==> src/rtl/wtc_pkg.sv <==
package wtc_pkg;

   typedef enum logic [1:0] {
      FS_IDLE,
      FS_DRAIN_WAIT,
      FS_REQ,
      FS_WAIT
   } fill_state_e;

   function automatic bit is_pow2(input int v);
      return (v > 0) && ((v & (v - 1)) == 0);
   endfunction

endpackage

==> src/rtl/wtc_tag_store.sv <==
module wtc_tag_store #(
   parameter int LINES  = 8,
   parameter int IDX_W  = 3,
   parameter int TAG_W  = 5,
   parameter int WORD_W = 32,
   parameter int WSEL_W = 2,
   parameter int LINE_W = 128
) (
   input  logic              clk,
   input  logic              rst_n,
   input  logic [IDX_W-1:0]  lk_idx,
   output logic              lk_valid,
   output logic [TAG_W-1:0]  lk_tag,
   output logic [LINE_W-1:0] lk_line,
   input  logic              fill_en,
   input  logic [IDX_W-1:0]  fill_idx,
   input  logic [TAG_W-1:0]  fill_tag,
   input  logic [LINE_W-1:0] fill_line,
   input  logic              wr_en,
   input  logic [IDX_W-1:0]  wr_idx,
   input  logic [WSEL_W-1:0] wr_wsel,
   input  logic [WORD_W-1:0] wr_word
);

   logic [LINES-1:0]             vld_all;
   logic [LINES-1:0][TAG_W-1:0]  tag_all;
   logic [LINES-1:0][LINE_W-1:0] line_all;

   for (genvar g = 0; g < LINES; g++) begin : g_line
      logic              v_q;
      logic [TAG_W-1:0]  t_q;
      logic [LINE_W-1:0] d_q;
      logic              sel_fill;
      logic              sel_wr;

      assign sel_fill = fill_en && (fill_idx == IDX_W'(g));
      assign sel_wr   = wr_en && (wr_idx == IDX_W'(g));

      always_ff @(posedge clk or negedge rst_n) begin
         if (!rst_n) begin
            v_q <= 1'b0;
         end else if (sel_fill) begin
            v_q <= 1'b1;
         end
      end

      always_ff @(posedge clk) begin
         if (sel_fill) begin
            t_q <= fill_tag;
            d_q <= fill_line;
         end else if (sel_wr) begin
            d_q[wr_wsel*WORD_W +: WORD_W] <= wr_word;
         end
      end

      assign vld_all[g]  = v_q;
      assign tag_all[g]  = t_q;
      assign line_all[g] = d_q;

      // a line only becomes valid through a line fill, never through a store
      a_r5_alloc_only_on_fill : assert property (@(posedge clk) disable iff (!rst_n)
         $rose(v_q) |-> $past(fill_en && (fill_idx == IDX_W'(g))));
   end

   assign lk_valid = vld_all[lk_idx];
   assign lk_tag   = tag_all[lk_idx];
   assign lk_line  = line_all[lk_idx];

endmodule

==> src/rtl/wtc_wbuf.sv <==
module wtc_wbuf #(
   parameter int DEPTH  = 4,
   parameter int WA_W   = 10,
   parameter int WORD_W = 32,
   parameter int WSEL_W = 2
) (
   input  logic              clk,
   input  logic              rst_n,
   input  logic              push,
   input  logic [WA_W-1:0]   push_waddr,
   input  logic [WORD_W-1:0] push_data,
   output logic              full,
   input  logic              pop,
   output logic              head_valid,
   output logic [WA_W-1:0]   head_waddr,
   output logic [WORD_W-1:0] head_data,
   input  logic [WA_W-1:0]   srch_waddr,
   output logic              srch_hit,
   output logic [WORD_W-1:0] srch_data,
   output logic              srch_line_hit
);

   localparam int PTR_W = $clog2(DEPTH);
   localparam int CNT_W = PTR_W + 1;

   logic [PTR_W-1:0] rd_ptr;
   logic [PTR_W-1:0] wr_ptr;
   logic [CNT_W-1:0] cnt;
   logic [DEPTH-1:0][WA_W-1:0]   ent_a;
   logic [DEPTH-1:0][WORD_W-1:0] ent_d;

   for (genvar g = 0; g < DEPTH; g++) begin : g_slot
      logic [WA_W-1:0]   a_q;
      logic [WORD_W-1:0] d_q;
      always_ff @(posedge clk) begin
         if (push && (wr_ptr == PTR_W'(g))) begin
            a_q <= push_waddr;
            d_q <= push_data;
         end
      end
      assign ent_a[g] = a_q;
      assign ent_d[g] = d_q;
   end

   always_ff @(posedge clk or negedge rst_n) begin
      if (!rst_n) begin
         rd_ptr <= '0;
         wr_ptr <= '0;
         cnt    <= '0;
      end else begin
         if (push) wr_ptr <= wr_ptr + 1'b1;
         if (pop)  rd_ptr <= rd_ptr + 1'b1;
         case ({push, pop})
            2'b10:   cnt <= cnt + 1'b1;
            2'b01:   cnt <= cnt - 1'b1;
            default: cnt <= cnt;
         endcase
      end
   end

   assign full       = (cnt == CNT_W'(DEPTH));
   assign head_valid = (cnt != '0);
   assign head_waddr = ent_a[rd_ptr];
   assign head_data  = ent_d[rd_ptr];

   // Walk from oldest to youngest so that the youngest match is the one kept.
   logic [PTR_W-1:0] slot;
   always_comb begin
      srch_hit      = 1'b0;
      srch_data     = '0;
      srch_line_hit = 1'b0;
      slot          = '0;
      for (int k = 0; k < DEPTH; k++) begin
         slot = rd_ptr + PTR_W'(k);
         if (CNT_W'(k) < cnt) begin
            if (ent_a[slot] == srch_waddr) begin
               srch_hit  = 1'b1;
               srch_data = ent_d[slot];
            end
            if (ent_a[slot][WA_W-1:WSEL_W] == srch_waddr[WA_W-1:WSEL_W]) begin
               srch_line_hit = 1'b1;
            end
         end
      end
   end

   // no store is taken while every entry is occupied
   a_r6_no_overflow : assert property (@(posedge clk) disable iff (!rst_n)
      push |-> !full);

   // the head write request holds until it is taken
   a_r9_wr_hold : assert property (@(posedge clk) disable iff (!rst_n)
      (head_valid && !pop) |=> (head_valid && $stable(head_waddr) && $stable(head_data)));

   // removal only from a non-empty queue
   a_r11_pop_nonempty : assert property (@(posedge clk) disable iff (!rst_n)
      pop |-> head_valid);

endmodule

==> src/rtl/wtc_fill_ctrl.sv <==
module wtc_fill_ctrl
   import wtc_pkg::*;
#(
   parameter int LA_W = 8
) (
   input  logic            clk,
   input  logic            rst_n,
   input  logic            miss_go,
   input  logic [LA_W-1:0] miss_line,
   input  logic            line_conflict,
   input  logic            rd_ready,
   input  logic            rd_data_valid,
   output logic            busy,
   output logic            rd_valid,
   output logic [LA_W-1:0] rd_line,
   output logic            fill_done
);

   fill_state_e     state_q;
   logic [LA_W-1:0] line_q;

   always_ff @(posedge clk or negedge rst_n) begin
      if (!rst_n) begin
         state_q <= FS_IDLE;
         line_q  <= '0;
      end else begin
         case (state_q)
            FS_IDLE: begin
               if (miss_go) begin
                  line_q  <= miss_line;
                  state_q <= line_conflict ? FS_DRAIN_WAIT : FS_REQ;
               end
            end
            FS_DRAIN_WAIT: begin
               if (!line_conflict) state_q <= FS_REQ;
            end
            FS_REQ: begin
               if (rd_ready) state_q <= FS_WAIT;
            end
            FS_WAIT: begin
               if (rd_data_valid) state_q <= FS_IDLE;
            end
            default: state_q <= FS_IDLE;
         endcase
      end
   end

   assign busy      = (state_q != FS_IDLE);
   assign rd_valid  = (state_q == FS_REQ);
   assign rd_line   = line_q;
   assign fill_done = (state_q == FS_WAIT) && rd_data_valid;

   // no line read is offered while a queued store targets that line
   a_r8_fill_waits : assert property (@(posedge clk) disable iff (!rst_n)
      rd_valid |-> !line_conflict);

   // the read request holds its address until accepted
   a_r9_rd_hold : assert property (@(posedge clk) disable iff (!rst_n)
      (rd_valid && !rd_ready) |=> (rd_valid && $stable(rd_line)));

endmodule

==> src/rtl/wt_dcache.sv <==
module wt_dcache
   import wtc_pkg::*;
#(
   parameter int ADDR_W     = 12,
   parameter int WORD_W     = 32,
   parameter int LINE_BYTES = 16,
   parameter int LINES      = 8,
   parameter int WB_DEPTH   = 4
) (
   input  logic                    clk,
   input  logic                    rst_n,
   input  logic                    cpu_req_valid,
   output logic                    cpu_req_ready,
   input  logic                    cpu_req_we,
   input  logic [ADDR_W-1:0]       cpu_req_addr,
   input  logic [WORD_W-1:0]       cpu_req_wdata,
   output logic                    cpu_resp_valid,
   output logic [WORD_W-1:0]       cpu_resp_rdata,
   output logic                    mem_rd_valid,
   input  logic                    mem_rd_ready,
   output logic [ADDR_W-1:0]       mem_rd_addr,
   input  logic                    mem_rd_data_valid,
   input  logic [LINE_BYTES*8-1:0] mem_rd_data,
   output logic                    mem_wr_valid,
   input  logic                    mem_wr_ready,
   output logic [ADDR_W-1:0]       mem_wr_addr,
   output logic [WORD_W-1:0]       mem_wr_data
);

   localparam int WORD_BYTES = WORD_W / 8;
   localparam int BSEL_W     = $clog2(WORD_BYTES);
   localparam int OFF_W      = $clog2(LINE_BYTES);
   localparam int WSEL_W     = OFF_W - BSEL_W;
   localparam int IDX_W      = $clog2(LINES);
   localparam int TAG_W      = ADDR_W - OFF_W - IDX_W;
   localparam int WA_W       = ADDR_W - BSEL_W;
   localparam int LA_W       = ADDR_W - OFF_W;
   localparam int LINE_W     = LINE_BYTES * 8;

   if (!is_pow2(LINE_BYTES) || !is_pow2(LINES) || !is_pow2(WB_DEPTH) || (WB_DEPTH < 2)
       || (WORD_W % 8 != 0) || !is_pow2(WORD_BYTES) || (WORD_BYTES < 2)
       || (LINE_BYTES < 2 * WORD_BYTES) || (LINES < 2) || (TAG_W < 1)) begin : g_bad_cfg
      $error("wt_dcache: unsupported parameter set");
   end

   // request field split
   logic [WA_W-1:0]   req_wa;
   logic [IDX_W-1:0]  req_idx;
   logic [TAG_W-1:0]  req_tag;
   logic [WSEL_W-1:0] req_wsel;

   assign req_wa   = cpu_req_addr[ADDR_W-1:BSEL_W];
   assign req_idx  = cpu_req_addr[OFF_W +: IDX_W];
   assign req_tag  = cpu_req_addr[ADDR_W-1 -: TAG_W];
   assign req_wsel = cpu_req_addr[BSEL_W +: WSEL_W];

   // sub-block wiring
   logic              lk_valid;
   logic [TAG_W-1:0]  lk_tag;
   logic [LINE_W-1:0] lk_line;
   logic              wb_full;
   logic              wb_head_valid;
   logic [WA_W-1:0]   wb_head_waddr;
   logic [WORD_W-1:0] wb_head_data;
   logic [WA_W-1:0]   srch_waddr;
   logic              srch_hit;
   logic [WORD_W-1:0] srch_data;
   logic              srch_line_hit;
   logic              busy;
   logic              fill_done;
   logic [LA_W-1:0]   rd_line;
   logic [WA_W-1:0]   miss_wa_q;

   logic accept;
   logic ld_acc;
   logic st_acc;
   logic tag_hit;
   logic miss_go;
   logic wb_pop;

   assign cpu_req_ready = !busy && !(cpu_req_we && wb_full);
   assign accept        = cpu_req_valid && cpu_req_ready;
   assign ld_acc        = accept && !cpu_req_we;
   assign st_acc        = accept && cpu_req_we;
   assign tag_hit       = lk_valid && (lk_tag == req_tag);
   assign miss_go       = ld_acc && !tag_hit && !srch_hit;
   assign srch_waddr    = busy ? miss_wa_q : req_wa;
   assign wb_pop        = wb_head_valid && mem_wr_ready;

   always_ff @(posedge clk or negedge rst_n) begin
      if (!rst_n) begin
         miss_wa_q <= '0;
      end else if (miss_go) begin
         miss_wa_q <= req_wa;
      end
   end

   wtc_tag_store #(
      .LINES  (LINES),
      .IDX_W  (IDX_W),
      .TAG_W  (TAG_W),
      .WORD_W (WORD_W),
      .WSEL_W (WSEL_W),
      .LINE_W (LINE_W)
   ) u_tags (
      .clk       (clk),
      .rst_n     (rst_n),
      .lk_idx    (req_idx),
      .lk_valid  (lk_valid),
      .lk_tag    (lk_tag),
      .lk_line   (lk_line),
      .fill_en   (fill_done),
      .fill_idx  (miss_wa_q[WSEL_W +: IDX_W]),
      .fill_tag  (miss_wa_q[WA_W-1 -: TAG_W]),
      .fill_line (mem_rd_data),
      .wr_en     (st_acc && tag_hit),
      .wr_idx    (req_idx),
      .wr_wsel   (req_wsel),
      .wr_word   (cpu_req_wdata)
   );

   wtc_wbuf #(
      .DEPTH  (WB_DEPTH),
      .WA_W   (WA_W),
      .WORD_W (WORD_W),
      .WSEL_W (WSEL_W)
   ) u_wbuf (
      .clk           (clk),
      .rst_n         (rst_n),
      .push          (st_acc),
      .push_waddr    (req_wa),
      .push_data     (cpu_req_wdata),
      .full          (wb_full),
      .pop           (wb_pop),
      .head_valid    (wb_head_valid),
      .head_waddr    (wb_head_waddr),
      .head_data     (wb_head_data),
      .srch_waddr    (srch_waddr),
      .srch_hit      (srch_hit),
      .srch_data     (srch_data),
      .srch_line_hit (srch_line_hit)
   );

   wtc_fill_ctrl #(
      .LA_W (LA_W)
   ) u_fill (
      .clk           (clk),
      .rst_n         (rst_n),
      .miss_go       (miss_go),
      .miss_line     (req_wa[WA_W-1:WSEL_W]),
      .line_conflict (srch_line_hit),
      .rd_ready      (mem_rd_ready),
      .rd_data_valid (mem_rd_data_valid),
      .busy          (busy),
      .rd_valid      (mem_rd_valid),
      .rd_line       (rd_line),
      .fill_done     (fill_done)
   );

   assign mem_rd_addr  = {rd_line, {OFF_W{1'b0}}};
   assign mem_wr_valid = wb_head_valid;
   assign mem_wr_addr  = {wb_head_waddr, {BSEL_W{1'b0}}};
   assign mem_wr_data  = wb_head_data;

   // load response register
   logic [WORD_W-1:0] hit_word;
   logic [WORD_W-1:0] fill_word;

   assign hit_word  = lk_line[req_wsel*WORD_W +: WORD_W];
   assign fill_word = mem_rd_data[miss_wa_q[WSEL_W-1:0]*WORD_W +: WORD_W];

   always_ff @(posedge clk or negedge rst_n) begin
      if (!rst_n) begin
         cpu_resp_valid <= 1'b0;
         cpu_resp_rdata <= '0;
      end else begin
         cpu_resp_valid <= fill_done || (ld_acc && (tag_hit || srch_hit));
         if (fill_done) begin
            cpu_resp_rdata <= fill_word;
         end else if (ld_acc) begin
            cpu_resp_rdata <= srch_hit ? srch_data : hit_word;
         end
      end
   end

   // only word-aligned requests are issued
   a_r1_aligned : assert property (@(posedge clk) disable iff (!rst_n)
      cpu_req_valid |-> (cpu_req_addr[BSEL_W-1:0] == '0));

   // a load that hits answers on the next cycle
   a_r2_hit_next : assert property (@(posedge clk) disable iff (!rst_n)
      (ld_acc && tag_hit) |=> cpu_resp_valid);

   // an accepted store leaves a pending memory write behind it
   a_r4_store_queued : assert property (@(posedge clk) disable iff (!rst_n)
      st_acc |=> mem_wr_valid);

   // no new request is taken while a line read is outstanding
   a_r3_block_in_fill : assert property (@(posedge clk) disable iff (!rst_n)
      mem_rd_valid |-> !cpu_req_ready);

endmodule

==> config.mk <==
export PLATFORM = sky130hd
export DESIGN_NAME = wt_dcache
export DESIGN_NICKNAME = d
export VERILOG_FILES = /design/src/rtl/wtc_pkg.sv /design/src/rtl/wtc_tag_store.sv /design/src/rtl/wtc_wbuf.sv /design/src/rtl/wtc_fill_ctrl.sv /design/src/rtl/wt_dcache.sv
export SDC_FILE = /design/constraint.sdc
export NUM_CORES = 2
export LEC_CHECK = 0
export ABC_AREA = 0
export BUFFER_PORTS_ARGS = -buffer_cell sky130_fd_sc_hd__clkbuf_2
export CORE_ASPECT_RATIO = 0.6
export CORE_MARGIN = 3
export CORE_UTILIZATION = 35
export CTS_BUF_LIST = sky130_fd_sc_hd__clkbuf_8
export CTS_CLUSTER_SIZE = 40
export DETAILED_ROUTE_END_ITERATION = 16
export PLACE_DENSITY_LB_ADDON = 0.08
export SKIP_CTS_REPAIR_TIMING = 1
export SLEW_MARGIN = 20
export SYNTH_ARGS = -nofsm -noshare
export SYNTH_HDL_FRONTEND = slang
export SYNTH_SLANG_ARGS = --single-unit
export TNS_END_PERCENT = 5
==> constraint.sdc <==
create_clock -name clk -period 8 [get_ports clk]
set_input_delay 0.4 -clock clk [delete_from_list [all_inputs] [get_ports clk]]
set_output_delay 0.4 -clock clk [all_outputs]
set_load 0.02 [all_outputs]
==> key figures <==
Logic synthesis
  • Post-synthesis sequential area ratio: 58.5%
  • Syn Inst Count: 5,494
  • Syn. warnings: 0
  • Yosys reg bits: 1,300
  • Yosys cell types: 66
  • Synth Cell Area: 66,200 µm²
  • Top FF cell, synth: edfxtp_1
  • Number of flops mapped to enable cells by yosys: 1,232
  • Post-synth ARST share: 5.23%
  • Avg Cell Area, Syn: 12.0 µm²

Global routing
  • Initial antenna violation count: 56
  • Vias in the first global route: 44,100
  • Largest net degree at the start of global routing: 175
  • Global route total overflow: 0
  • First-pass GRT wire length: 379 mm
  • GRT Util Overall: 28.0%

Place
  • GP Congestion: 0.835
  • Port bufs: 262
  • Placed inst area: 69,400 µm²
  • HPWL after DPL: 175 mm

Timing
  • Hold Vio Cnt, Final: 0
  • Worst-Margin Slew: 1.16 ns
  • Pins over their slew limit: 0
  • Final Setup Violations: 0
  • Relative slew slack: 23.0%
  • Clk_skew: 0.0458 ns
  • RSZ-0062 raised after global routing: no
  • Fin crit share: 65.9%
  • Setup TNS: 0 ns
  • FMAX: 190 MHz
  • Fin crit period: 5.27 ns

Detailed routing
  • Routed wire length: 278 mm
  • Via/cell ratio: 5.79
  • Routed Antenna Nets: 0
  • WL per Instance: 33.5 µm
  • Drt pass-1 iters: 8
  • Vias post-DR: 48,100
  • Residual DRC count: 0
  • Initial DRC Count: 6,927

Critical path
  • Critical Path Sink Type: flop
  • Crit start category: input pin
  • Critical path peak fanout: 48
  • CP Class: input pin to flop
  • Worst R2R Start: u_fill.state_q[0]
  • Req. time, crit path: 8.57 ns
  • Worst Path Arrival: 5.84 ns
  • Setup crit start: cpu_req_addr[4]

Outcome
  • Status: finished clean

Finish
  • Filler instances: 17,600
  • Final Instance Area: 74,300 µm²
  • # nets final: 5,838
  • Final core utilization: 39.9%
  • Area Growth Syn to Fin: 12.3%
  • Share of layout cells above drive strength 1: 19.2%

Power and ir drop
  • PD cells: 259 nW/µm²
  • VDD IR-drop max: 0.000152 V
  • Pleak: 24.6 nW

Floorplan
  • Die Ht: 343 µm
  • Die Width: 567 µm
  • # IOs: 271
  • Core Box Area: 186,000 µm²
  • Die Area: 194,000 µm²
  • Starting density of the core: 35.6%
  • Core Rows: 122

Clocking
  • Clk_lat worst skew: 0.95 ns
  • Htree depth: 4
  • CTS tree: done
  • Worst-path clk slew: 0.07 ns
  • Num CTS Buffers: 211
  • Clk sinks: 1,300
  • Root buf cell: clkbuf_8
  • CTS Buffer Depth: 4

Flow run
  • Maxcap violations: 0

Hold path
  • Hold crit path type: input pin to flop
  • Worst Min Path Start: mem_rd_data[105]
-- routing by layer --
metal  routed length, µm  vias to the layer above  share of wire [%]  track usage (%)
li1                    -                    20800                  -                -
met1              126000                    24300                 45             42.3
met2              117000                     2541                 42             39.8
met3               27100                      404                9.7             6.25
met4                8170                       16                2.9             8.30
met5                 100                        -              0.036                0
-- critical path, cell delays in order --
cell and delay (ns):
dlygate4sd3_1 0.57, buf_8 0.42, buf_4 0.58, mux4_2 0.33
nand3_1 0.08, a21oi_1 0.34, nand4_1 0.58, or3_1 0.63
nor3_1 0.37, a21o_2 0.88, buf_4 0.51
-- metrics by stage --
step | instances | setup slack (ns) | hold WS (ns) | power (mW)
2_1_floorplan | 5499 | 4.11 | 0.104 | 11.9
6_report | 8304 | 2.73 | 0.0299 | 19.3
5_1_grt | 8278 | 2.51 | 0.00738 | 20.1
3_3_place_gp | 7787 | 2.43 | 0.345 | 13.8
4_1_cts | 8152 | 2.80 | -0.683 | 19.3
3_5_place_dp | 7787 | 2.43 | 0.345 | 13.9
-- area by class of cell --
type	instances	area, µm²	share of cell area (%)
sequential	1300	38700	52.1
multi-input combinational	3615	25200	33.9
timing repair buffer	498	3510	4.72
tap	2480	3100	4.18
clock buffer	220	3030	4.07
clock inverter	145	624	0.840
antenna	31	77.6	0.104
inverter	15	56.3	0.0758
-- kinds of logic (layout without fill, tap and decap cells) --
group	count (synthesis)	in the layout	share of synthesized area (%)
AOI/OAI and AO/OA	1459	1459	11.8
and+or+nand+nor	1515	1515	9.46
other	1	37	0.00567
buffers and inverters	584	878	3.71
xor gates and xnor gates	52	52	0.688
DFF	1300	1300	58.5
adders and majority gates	18	18	0.340
muxes	565	565	15.5
-- Yosys cell counts, drive strengths merged, types with 11 or more instances --
library cell / instances / area share, %
nor2b: 18 / 0.17
nor4: 11 / 0.17
nand2: 1228 / 7.0
o21ai: 1166 / 8.8
a21oi: 78 / 0.59
dfrtp: 68 / 2.6
inv: 14 / 0.079
buf: 154 / 1.3
o211ai: 20 / 0.23
nor3: 13 / 0.098
clkbuf: 415 / 2.4
edfxtp: 1232 / 56
a22oi: 84 / 0.95
a21o: 34 / 0.39
xor2: 29 / 0.38
nand2b: 11 / 0.10
nor2: 90 / 0.51
mux4: 358 / 12
and3: 22 / 0.21
xnor2: 23 / 0.30
or3b: 16 / 0.21
nand3: 30 / 0.23
and2: 23 / 0.22
a31oi: 43 / 0.41
or3: 24 / 0.23
o31ai: 11 / 0.12
ha: 18 / 0.34
mux2: 68 / 1.2
mux2i: 139 / 2.1
-- registers in the layout, indices dropped and copies added (netlist names), 8 cells and up --
name,flops
u_fill.rd_line,8
u_wbuf.g_slot.d_q,128
u_tags.g_line.t_q,40
u_tags.g_line.d_q,1024
miss_wa_q,10
u_wbuf.g_slot.a_q,40
cpu_resp_rdata,32
u_tags.g_line.v_q,8
-- power breakdown --
part | switching (mW) | leakage [nW] | total [mW] | internal [mW]
Clock | 2.88 | 2.21 | 5.46 | 2.58
Sequential | 0.441 | 12.1 | 8.52 | 8.08
Combinational | 3.49 | 10.3 | 5.30 | 1.81
-- worst paths after layout --
check / cells after the start / to / slack, ns
setup / recovery: 11 / u_tags.g_line[0].d_q[119] / 2.73
hold / removal: 3 / u_tags.g_line[4].d_q[105] / 0.03
setup reg to reg: 10 / u_tags.g_line[0].d_q[119] / 3.03
hold reg to reg: 1 / u_tags.g_line[7].v_q / 0.46
max in group asynchronous: 4 / u_wbuf.rd_ptr[1] / 6.48
min in group asynchronous: 4 / cpu_resp_rdata[19] / 0.58
-- placed cells by master (no fill, tap or decap), drive strengths merged, types with 30 or more instances in the layout --
cell	n
clkbuf	479
o21ai	1166
nand3	30
nor2	90
nand2	1228
mux2	68
a22oi	84
dlygate4sd3	120
a31oi	43
mux2i	139
dfrtp	68
inv	109
clkinv	47
buf	119
a21o	34
a21oi	78
diode	31
mux4	358
edfxtp	1232
Power figures use the tool's default switching activity.
